## src/rtl/alu16_pkg.sv

```systemverilog
package alu16_pkg;
  typedef enum logic [3:0] {
    OP_ADD = 4'd0,
    OP_SUB = 4'd1,
    OP_AND = 4'd2,
    OP_OR  = 4'd3,
    OP_XOR = 4'd4,
    OP_INC = 4'd5,
    OP_DEC = 4'd6,
    OP_NOT = 4'd7,
    OP_SHL = 4'd8
  } alu_op_e;

  localparam int STAT_W   = 16;
  localparam int POS_CF   = 0;
  localparam int POS_PF   = 2;
  localparam int POS_AF   = 4;
  localparam int POS_ZF   = 6;
  localparam int POS_SF   = 7;
  localparam int POS_TF   = 8;
  localparam int POS_IE   = 9;
  localparam int POS_DF   = 10;
  localparam int POS_OF   = 11;
  localparam int NUM_CTL  = 3;

  localparam logic [STAT_W-1:0] COND_MASK =
    STAT_W'((1 << POS_CF) | (1 << POS_PF) | (1 << POS_AF) |
            (1 << POS_ZF) | (1 << POS_SF) | (1 << POS_OF));
endpackage

```

## src/rtl/alu16_datapath.sv

```systemverilog
module alu16_datapath
  import alu16_pkg::*;
#(
  parameter int WORD_W = 16
) (
  input  logic [WORD_W-1:0] a_i,
  input  logic [WORD_W-1:0] b_i,
  input  logic [3:0]        op_i,
  input  logic              wide_i,
  input  logic              cf_i,
  input  logic [STAT_W-1:0] cur_cond_i,
  output logic [WORD_W-1:0] res_o,
  output logic [STAT_W-1:0] cond_o,
  output logic              writes_o
);
  localparam int HALF_W = WORD_W / 2;

  logic [WORD_W-1:0] mask, am, bm, rhs, ar, shr, aux_vec, r;
  logic [WORD_W:0]   ext;
  logic is_sub, is_arith, is_logic, is_step;
  logic top_a, top_rhs, top_ar, top_shr, top_r;
  logic arith_cy, arith_ov;
  logic cy, aux, ovf, zf, sf, pf;

  always_comb begin
    mask     = wide_i ? {WORD_W{1'b1}} : {{HALF_W{1'b0}}, {HALF_W{1'b1}}};
    am       = a_i & mask;
    bm       = b_i & mask;
    is_step  = (op_i == OP_INC) || (op_i == OP_DEC);
    is_sub   = (op_i == OP_SUB) || (op_i == OP_DEC);
    is_arith = (op_i == OP_ADD) || (op_i == OP_SUB) || is_step;
    is_logic = (op_i == OP_AND) || (op_i == OP_OR) || (op_i == OP_XOR);
    rhs      = is_step ? WORD_W'(1) : bm;
    ext      = is_sub ? ({1'b0, am} - {1'b0, rhs}) : ({1'b0, am} + {1'b0, rhs});
    ar       = ext[WORD_W-1:0] & mask;
    aux_vec  = am ^ rhs ^ ext[WORD_W-1:0];
    shr      = (am << 1) & mask;

    top_a    = wide_i ? am[WORD_W-1]  : am[HALF_W-1];
    top_rhs  = wide_i ? rhs[WORD_W-1] : rhs[HALF_W-1];
    top_ar   = wide_i ? ar[WORD_W-1]  : ar[HALF_W-1];
    top_shr  = wide_i ? shr[WORD_W-1] : shr[HALF_W-1];
    arith_cy = wide_i ? ext[WORD_W] : ext[HALF_W];
    arith_ov = is_sub ? ((top_a != top_rhs) && (top_ar != top_a))
                      : ((top_a == top_rhs) && (top_ar != top_a));

    r   = am;
    cy  = 1'b0;
    aux = 1'b0;
    ovf = 1'b0;
    if (is_arith) begin
      r   = ar;
      cy  = is_step ? cf_i : arith_cy;
      aux = aux_vec[4];
      ovf = arith_ov;
    end else if (is_logic) begin
      case (op_i)
        OP_AND:  r = am & bm;
        OP_OR:   r = am | bm;
        default: r = am ^ bm;
      endcase
    end else if (op_i == OP_SHL) begin
      r   = shr;
      cy  = top_a;
      ovf = top_shr ^ top_a;
    end else if (op_i == OP_NOT) begin
      r = ~am & mask;
    end

    top_r = wide_i ? r[WORD_W-1] : r[HALF_W-1];
    zf    = (r == '0);
    sf    = top_r;
    pf    = ~^r[7:0];

    writes_o = is_arith || is_logic || (op_i == OP_SHL);
    res_o    = r;
    if (writes_o) begin
      cond_o         = '0;
      cond_o[POS_CF] = cy;
      cond_o[POS_PF] = pf;
      cond_o[POS_AF] = aux;
      cond_o[POS_ZF] = zf;
      cond_o[POS_SF] = sf;
      cond_o[POS_OF] = ovf;
    end else begin
      cond_o = cur_cond_i & COND_MASK;
    end
  end

  always_comb begin
    if (!wide_i) assert (res_o[WORD_W-1:HALF_W] == '0)
      else $error("p_byte_upper_zero_r9");
  end
endmodule

```

## src/rtl/alu16_statreg.sv

```systemverilog
module alu16_statreg
  import alu16_pkg::*;
(
  input  logic              clk,
  input  logic              rst_n,
  input  logic              wr_en_i,
  input  logic [STAT_W-1:0] cond_i,
  input  logic [NUM_CTL-1:0] set_i,
  input  logic [NUM_CTL-1:0] clr_i,
  output logic [STAT_W-1:0] stat_o
);
  localparam int CTL_POS [NUM_CTL] = '{POS_TF, POS_IE, POS_DF};

  logic [STAT_W-1:0] stat_q, stat_d;

  always_comb begin
    stat_d = stat_q;
    if (wr_en_i) stat_d = (stat_q & ~COND_MASK) | (cond_i & COND_MASK);
    for (int k = 0; k < NUM_CTL; k++) begin
      if (clr_i[k])      stat_d[CTL_POS[k]] = 1'b0;
      else if (set_i[k]) stat_d[CTL_POS[k]] = 1'b1;
    end
  end

  always_ff @(posedge clk) begin
    if (!rst_n) stat_q <= '0;
    else        stat_q <= stat_d;
  end

  assign stat_o = stat_q;

  p_clr_wins_r11: assert property (@(posedge clk) disable iff (!rst_n)
    clr_i[1] |=> !stat_q[POS_IE]);
  p_set_ie_r11: assert property (@(posedge clk) disable iff (!rst_n)
    (set_i[1] && !clr_i[1]) |=> stat_q[POS_IE]);
  p_cond_hold_r10: assert property (@(posedge clk) disable iff (!rst_n)
    !wr_en_i |=> ((stat_q & COND_MASK) == ($past(stat_q) & COND_MASK)));
endmodule

```

## src/rtl/alu16_flags.sv

```systemverilog
module alu16_flags
  import alu16_pkg::*;
#(
  parameter int WORD_W = 16
) (
  input  logic              clk,
  input  logic              rst_n,
  input  logic              in_valid,
  output logic              in_ready,
  input  logic [WORD_W-1:0] op_a,
  input  logic [WORD_W-1:0] op_b,
  input  logic [3:0]        op_code,
  input  logic              wide,
  input  logic              flag_we,
  output logic              out_valid,
  input  logic              out_ready,
  output logic [WORD_W-1:0] out_result,
  output logic [STAT_W-1:0] out_flags,
  input  logic              tf_set,
  input  logic              tf_clr,
  input  logic              ie_set,
  input  logic              ie_clr,
  input  logic              df_set,
  input  logic              df_clr,
  output logic [STAT_W-1:0] flag_word
);
  logic              accept, writes;
  logic [WORD_W-1:0] res_d, res_q;
  logic [STAT_W-1:0] cond_d, cond_q, stat;
  logic              ov_q;

  assign in_ready = !ov_q || out_ready;
  assign accept   = in_valid && in_ready;

  alu16_datapath #(.WORD_W(WORD_W)) i_dp (
    .a_i       (op_a),
    .b_i       (op_b),
    .op_i      (op_code),
    .wide_i    (wide),
    .cf_i      (stat[POS_CF]),
    .cur_cond_i(stat),
    .res_o     (res_d),
    .cond_o    (cond_d),
    .writes_o  (writes)
  );

  alu16_statreg i_stat (
    .clk    (clk),
    .rst_n  (rst_n),
    .wr_en_i(accept && flag_we && writes),
    .cond_i (cond_d),
    .set_i  ({df_set, ie_set, tf_set}),
    .clr_i  ({df_clr, ie_clr, tf_clr}),
    .stat_o (stat)
  );

  always_ff @(posedge clk) begin
    if (!rst_n) begin
      ov_q   <= 1'b0;
      res_q  <= '0;
      cond_q <= '0;
    end else if (accept) begin
      ov_q   <= 1'b1;
      res_q  <= res_d;
      cond_q <= cond_d;
    end else if (out_ready) begin
      ov_q   <= 1'b0;
    end
  end

  assign out_valid  = ov_q;
  assign out_result = res_q;
  assign out_flags  = cond_q;
  assign flag_word  = stat;

  p_hold_r12: assert property (@(posedge clk) disable iff (!rst_n)
    (ov_q && !out_ready) |=> (ov_q && $stable(res_q) && $stable(cond_q)));
  p_step_keeps_cf_r6: assert property (@(posedge clk) disable iff (!rst_n)
    (accept && (op_code == OP_INC || op_code == OP_DEC))
      |=> (stat[POS_CF] == $past(stat[POS_CF])));
  p_not_no_write_r7: assert property (@(posedge clk) disable iff (!rst_n)
    (accept && op_code == OP_NOT) |=> ((stat & COND_MASK) == ($past(stat) & COND_MASK)));
  p_undef_zero_r10: assert property (@(posedge clk) disable iff (!rst_n)
    (stat & ~(COND_MASK | STAT_W'(16'h0700))) == '0);
endmodule

```

## config.mk

```make
export PLATFORM = sky130hd
export DESIGN_NAME = alu16_flags
export DESIGN_NICKNAME = d
export VERILOG_FILES = /design/src/rtl/alu16_pkg.sv /design/src/rtl/alu16_datapath.sv /design/src/rtl/alu16_statreg.sv /design/src/rtl/alu16_flags.sv
export SDC_FILE = /design/constraint.sdc
export NUM_CORES = 1
export LEC_CHECK = 0
export BUFFER_PORTS_ARGS = -buffer_cell sky130_fd_sc_hd__clkbuf_2
export CAP_MARGIN = 20
export CORE_UTILIZATION = 60
export CTS_CLUSTER_DIAMETER = 150
export DETAILED_ROUTE_END_ITERATION = 8
export HOLD_SLACK_MARGIN = 0.03
export PLACE_DENSITY = 0.93
export SLEW_MARGIN = 5
export SYNTH_ARGS = -nofsm -noshare
export SYNTH_HDL_FRONTEND = slang
export SYNTH_SLANG_ARGS = --single-unit
export TNS_END_PERCENT = 100
```

## constraint.sdc

```tcl
create_clock -name clk -period 8.6 [get_ports clk]
set_input_delay 1.29 -clock clk [delete_from_list [all_inputs] [get_ports clk]]
set_output_delay 1.29 -clock clk [all_outputs]
set_load 0.005 [all_outputs]
```

==> run metrics, run 1 <==
outcome finished, final reports clean; YS warnings 0; CP Launch Point op_code[0]; fin nets 806; I/O pins 98; unrepaired setup endpoints after global routing no; switching share of total power 0.399; Cell Chain, Critical Path clkbuf_2, nor3b_1, nor2_1, nor2_1, nor2_1, and3_2, a211o_1, ha_1, o211ai_1, a21o_1, nand2_1, a31oi_1, xnor2_1, o221ai_1, ha_1, xnor2_1, xnor2_1, nand2_1, o21ai_0, nand2_1, o211a_1; RR Endpoint i_stat.stat_o[7]; Inst Count DP 797; Die W 90.2 um; peak supply drop 0.118 mV; Reg2Reg Depth 5; fin. max-slew vios 0; clock power share 0.239; Avg Synthesized Cell Area 7.11 um^2; final clock skew 0.00192 ns; internal power 0.000361 W; EDFF count, synth 0; Die ar. 0.00814 mm^2; Crit. End Element flip-flop; Pwr Density 120 mW/mm^2; Setup-failing EPs final 0; Sequential Power Share 0.275; Worst Setup EP out_flags[2]; clk root buf clkbuf_8; Worst EP arrival 6.36 ns; register area 641 um^2; Top delay family on crit path simple AND/OR/NAND/NOR gates; register area share after synthesis 0.137; number of diodes 0; Syn Inst Count 657; Netlist cell types 70; Vias 5,148; Gate power share 0.486; worst-case clock buffer depth 2; Synth-to-Final Area Change 7.26%; crit share post-route 0.719; CTS tree built; cell count along the critical path 21; DP Area 0.00490 mm^2; Final Util 0.679; Slew headroom 0.277; Filler cells 645; worst skew pair latency 0.29 ns; clk slew on worst S/H paths 0.07 ns; Design Area, Final 0.00501 mm^2; postcts setup bufs 0; Leak 2.54 nW; Port-buffer cells 80; vias per cell 6.40; critical path startpoint category primary input; highest-delay cell along the critical path clkbuf_2; crit path buf inv count 1; CTS Hold Buffers Added 0; CP Class in2reg; dpl hpwl 10,800 um; worst hold path stage count 2; gr usage total 0.339; CP Data Required Time 8.78 ns; minimum clock period 6.18 ns; Hold Vio Cnt, Final 0; worst slew pin tran 1.08 ns; share of cells above drive strength 1 0.147; Syn Std Cell Area 0.00467 mm^2; Hold Crit Class reg2reg; initial core utilization 0.633; first-pass GRT wire length 22,400 um; Reg2Reg Setup Slack 6.48 ns; Post-synth ARST share 0; P_sw 0.000240 W; Main synth FF type dfxtp_1; drt first pass iters 5; area of the multi-input gates 0.00359 mm^2; Avg WL per Cell 17.3 um; Die Span Y 90.2 um; Max H-tree Level 2; Core Footprint 0.00737 mm^2; clk sinks 32; final setup TNS 0 ns; # rows 31; WL final 13,900 um; Max Cap Viol 0; DR DRC count 0; DRT iter0 DRCs 469; Num CTS Buffers 5; vias in the first global route 4,723; post-route antenna net violation count 0; initial antenna violation count 0; Final GP Congestion 1.04; Resize count post-CTS 0; Worst Path Max Fanout 41; Layout Cells excl Fill 805; Crit path largest cell delay 0.66 ns; Max Fclk 162 MHz; pin count of the biggest net entering global routing 42; total grt overflow 0; Synth Register Bits 32; R2R Path Start out_valid
==> how the worst min path moves through the flow <==
stage / start / end / slack, ns
after floorplan: out_flags[0] / out_flags[0] / 0.45
after global placement: out_flags[0] / out_flags[0] / 0.46
after detailed placement: out_flags[0] / out_flags[0] / 0.46
after CTS: out_flags[0] / out_flags[0] / 0.47
after global routing: out_flags[0] / out_flags[0] / 0.50
final: out_flags[0] / out_flags[0] / 0.47
==> synth_stat cells (3+ instances only) <==
master	instances	share of area
a221o_1	3	0.0064
o22ai_1	8	0.011
a22o_1	3	0.0056
a31oi_1	9	0.012
buf_4	18	0.029
nor2_1	56	0.045
nand3b_1	5	0.0080
nand2_1	91	0.073
o21ai_1	4	0.0043
nor3b_1	7	0.011
buf_2	10	0.011
nand4_1	3	0.0040
a21o_1	8	0.013
xor2_1	7	0.013
inv_1	38	0.031
dfxtp_1	32	0.14
o221ai_1	3	0.0056
o211ai_1	17	0.027
o21ai_0	45	0.048
nor2b_1	6	0.0080
ha_1	52	0.14
o211a_1	15	0.032
o31ai_1	7	0.011
a21oi_1	58	0.062
nand3_1	18	0.019
clkbuf_1	17	0.014
a211oi_1	8	0.013
clkbuf_8	5	0.015
nand2b_1	12	0.016
a211o_1	3	0.0056
xnor2_1	24	0.045
a311oi_1	3	0.0056
mux2i_1	7	0.015
and2_1	11	0.015
==> flip-flops by register name (all words and copies together) (netlist names) <==
register and flops:
out_result 16, out_flags 6, i_stat.stat_o 9, out_valid 1
==> cell families (layout without fill, tap and decap cells) <==
family	Yosys count	count (layout)	share of synthesized area
AO/OA/AOI/OAI	210	210	0.298
flip-flops	32	32	0.137
other	1	17	0.000803
multiplexers	8	8	0.0174
AND/OR/NAND/NOR	228	228	0.238
XOR/XNOR	31	31	0.0582
buffers and inverters	94	127	0.107
adder cells (fa/ha/maj)	53	53	0.144
==> cell usage in the layout (no fill, tap or decap), types with 4 or more instances in the layout <==
cell type and instances:
nand2_1 91, clkbuf_2 80, a21oi_1 58, nor2_1 56, ha_1 52, o21ai_0 45
inv_1 38, dfxtp_1 32, xnor2_1 24, nand3_1 18, o211ai_1 17, conb_1 17
o211a_1 15, nand2b_1 12, and2_1 11, a31oi_1 9, a21o_1 8, o22ai_1 8
a211oi_1 8, nor3b_1 7, xor2_1 7, o31ai_1 7, mux2i_1 7, nor2b_1 6
nand3b_1 5, clkbuf_8 5, o21ai_1 4
==> worst register-to-register path, cell delays in order (launching register included) <==
cell,delay [ns]
dfxtp_1,0.32
nand2b_1,0.13
and2_1,0.82
nand3_1,0.36
o31ai_1,0.30
and2_1,0.14
==> power by group through the flow <==
stage,clock [W],sequential (W),combinational (W)
2_1_floorplan,0,0.000169,0.000214
3_3_place_gp,0,0.000168,0.000275
3_5_place_dp,0,0.000169,0.000283
4_1_cts,0.000144,0.000165,0.000285
5_1_grt,0.000150,0.000167,0.000322
6_report,0.000144,0.000166,0.000293
==> layer usage <==
metal,GRT usage,up-vias,part of all wire
met5,0,-,0
met4,0.211,0,0.057
met3,0.0465,68,0.085
met2,0.566,319,0.46
met1,0.409,2367,0.40
li1,-,2394,-
==> per-stage QoR <==
step	power, W	worst slack [ns]	hold WS, ns
after floorplan	0.000383	3.61	0.454
after global placement	0.000443	2.53	0.460
after detailed placement	0.000452	2.24	0.462
after CTS	0.000594	2.53	0.472
after global routing	0.000639	1.94	0.505
final	0.000602	2.42	0.471
==> area by class of cell <==
| cell class | instances | share of cell area |
|---|---|---|
| multi-input combinational | 547 | 0.717 |
| sequential | 32 | 0.128 |
| tap | 99 | 0.0247 |
| clock inverter | 2 | 0.00700 |
| timing repair buffer | 80 | 0.0800 |
| clock buffer | 6 | 0.0145 |
| inverter | 39 | 0.0292 |
(Power assumes the default switching activity.)
==> run 2: changes to the inputs <==
--- a/config.mk
+++ b/config.mk
@@ -7,11 +7,11 @@
 export LEC_CHECK = 0
 export BUFFER_PORTS_ARGS = -buffer_cell sky130_fd_sc_hd__clkbuf_2
 export CAP_MARGIN = 20
-export CORE_UTILIZATION = 60
+export CORE_UTILIZATION = 57
 export CTS_CLUSTER_DIAMETER = 150
 export DETAILED_ROUTE_END_ITERATION = 8
 export HOLD_SLACK_MARGIN = 0.03
-export PLACE_DENSITY = 0.93
+export PLACE_DENSITY = 0.9
 export SLEW_MARGIN = 5
 export SYNTH_ARGS = -nofsm -noshare
 export SYNTH_HDL_FRONTEND = slang
==> constraint.sdc (replaced) <==
create_clock -name clk -period 6.26 [get_ports clk]
set_input_delay 0.939 -clock clk [delete_from_list [all_inputs] [get_ports clk]]
set_output_delay 0.939 -clock clk [all_outputs]
set_load 0.005 [all_outputs]
==> run metrics, run 2 (synthesized netlist as in run 1, its figures left out) <==
gr usage total 0.335 (-0.00368); vias in the first global route 4,741 (+0.38%); peak supply drop 0.175 mV (+48%); worst slew pin tran 0.974 ns (-0.103 ns); final setup TNS 0 ns (unchanged); most common cell after layout, fill and taps aside nand2_1; Port-buffer cells 80 (unchanged); WL final 14,500 um (+3.8%); Max H-tree Level 2 (unchanged); Setup-failing EPs final 0 (unchanged); Reg2Reg Depth 5 (unchanged); initial antenna violation count 0 (unchanged); unrepaired setup endpoints after global routing no; Cell Chain, Critical Path clkbuf_2, inv_1, and3_1, nor2_1, and3_2, a211o_1, ha_1, o211ai_1, a21o_1, nand2_1, a31oi_1, xnor2_1, o221ai_1, ha_1, xnor2_1, xnor2_1, nand2_1, o21ai_0, nand2_1, o211a_1; Hold WS 0.497 ns (+0.0260 ns); highest-delay cell along the critical path and3_1; crit path buf inv count 2 (+1); max reg flops 16 (unchanged); drt first pass iters 6 (+1); Hold Vio Cnt, Final 0 (unchanged); clk slew on worst S/H paths 0.07 ns (about the same); Final GP Congestion 0.972 (-6.9%); Num CTS Buffers 5 (unchanged); minimum clock period 5.31 ns; total grt overflow 0 (unchanged); Max Cap Viol 0 (unchanged); critical path startpoint category primary input; clk sinks 32 (unchanged); Crit. End Element flip-flop; first-pass GRT wire length 22,800 um (+1.8%); post-route antenna net violation count 0 (unchanged); I/O pins 98 (unchanged); Slew headroom 0.351 (+0.0738); initial core utilization 0.598 (-0.0355); cell count along the critical path 20 (-4.8%); vias per cell 6.32 (-1.2%); worst hold path stage count 2 (unchanged); CTS Hold Buffers Added 0 (unchanged); DRT iter0 DRCs 569 (+21%); Worst Path Max Fanout 14 (-66%); CTS tree built; Hold Crit Class reg2reg; crit share post-route 0.848; most frequent cells in the layout nand2_1 (91), clkbuf_2 (80), a21oi_1 (58); Die W 92.5 um (+2.5%); DR DRC count 0 (unchanged); number of diodes 0 (unchanged); Synth-to-Final Area Change 8.07%; Die ar. 0.00856 mm^2 (+5.1%); Leak 2.56 nW (+0.70%); # rows 32 (+3.2%); dpl hpwl 11,200 um (+3.6%); Max Fclk 188 MHz; Crit path largest cell delay 0.47 ns (-0.19 ns); Top delay family on crit path compound AO/OA/AOI/OAI gates; fin. max-slew vios 0 (unchanged); worst skew pair latency 0.29 ns (about the same); final clock skew 0.00819 ns (+0.00627 ns); Vias 5,133 (-0.29%); Avg WL per Cell 17.8 um (+2.9%); CP Data Required Time 6.44 ns (-2.34 ns); postcts setup bufs 0 (unchanged); Core Footprint 0.00781 mm^2 (+5.9%); Worst EP arrival 5.49 ns (-0.87 ns); outcome finished, final reports clean; Die Span Y 92.5 um (+2.5%); Resize count post-CTS 0 (unchanged); worst-case clock buffer depth 2 (unchanged); pin count of the biggest net entering global routing 35 (-17%); fin nets 810 (+0.50%); share of cells above drive strength 1 0.154 (+0.00621); clk root buf clkbuf_8; CP Class in2reg; Pwr Density 166 mW/mm^2 (+38%)
==> run 2: cell count changes in the layout (fill, tap and decap cells not counted), sizes merged <==
cell	previous run	this run
buf	0	4
clkbuf	86	85
clkinvlp	0	1
==> run 2: area by class of cell <==
cell class	instances	area, um^2
timing repair buffer	84	430
multi-input combinational	547	3590
sequential	32	641
inverter	39	146
fill	684	2760
tap	102	128
clock inverter	3	42.5
clock buffer	5	68.8
==> run 2: routing by layer <==
layer,vias up,wire [um],global-route usage
met1,2328,5710,0.412
met2,343,6930,0.587
met3,64,1210,0.0378
met5,-,0,0
met4,0,616,0.141
li1,2398,-,-
==> run 2: power breakdown <==
group | switching (W) | internal [W]
clock network | 0.0000829 | 0.000118
registers | 0.00000881 | 0.000219
logic | 0.000246 | 0.000161
total | 0.000338 | 0.000498
==> run 2: per-stage QoR <==
stage | utilization | area, um^2 | setup slack [ns] | total power [W] | instances
final | 0.646 | 5040 | 0.951 | 0.000835 | 812
after global routing | 0.646 | 5040 | 0.775 | 0.000885 | 812
after CTS | 0.645 | 5040 | 1.11 | 0.000825 | 811
after detailed placement | 0.631 | 4930 | 0.832 | 0.000625 | 803
after global placement | 0.631 | 4930 | 0.994 | 0.000612 | 803
after floorplan | - | 4730 | 1.62 | 0.000526 | 673
==> run 2: path summary, 6_finish.rpt <==
| path | start | endpoint | slack (ns) |
|---|---|---|---|
| worst max-delay path | op_code[3] | out_flags[2] | 0.95 |
| worst min register to register | i_stat.stat_o[8] | i_stat.stat_o[8] | 0.50 |
| worst max register to register | out_valid | i_stat.stat_o[7] | 4.15 |
| worst min-delay path | i_stat.stat_o[8] | i_stat.stat_o[8] | 0.50 |
==> run 2: worst register-to-register path: stages (launching register included) <==
cell,delay (ns)
dfxtp_1,0.31
nand2b_1,0.13
and2_1,0.80
nand3_1,0.35
o31ai_1,0.32
and2_1,0.15
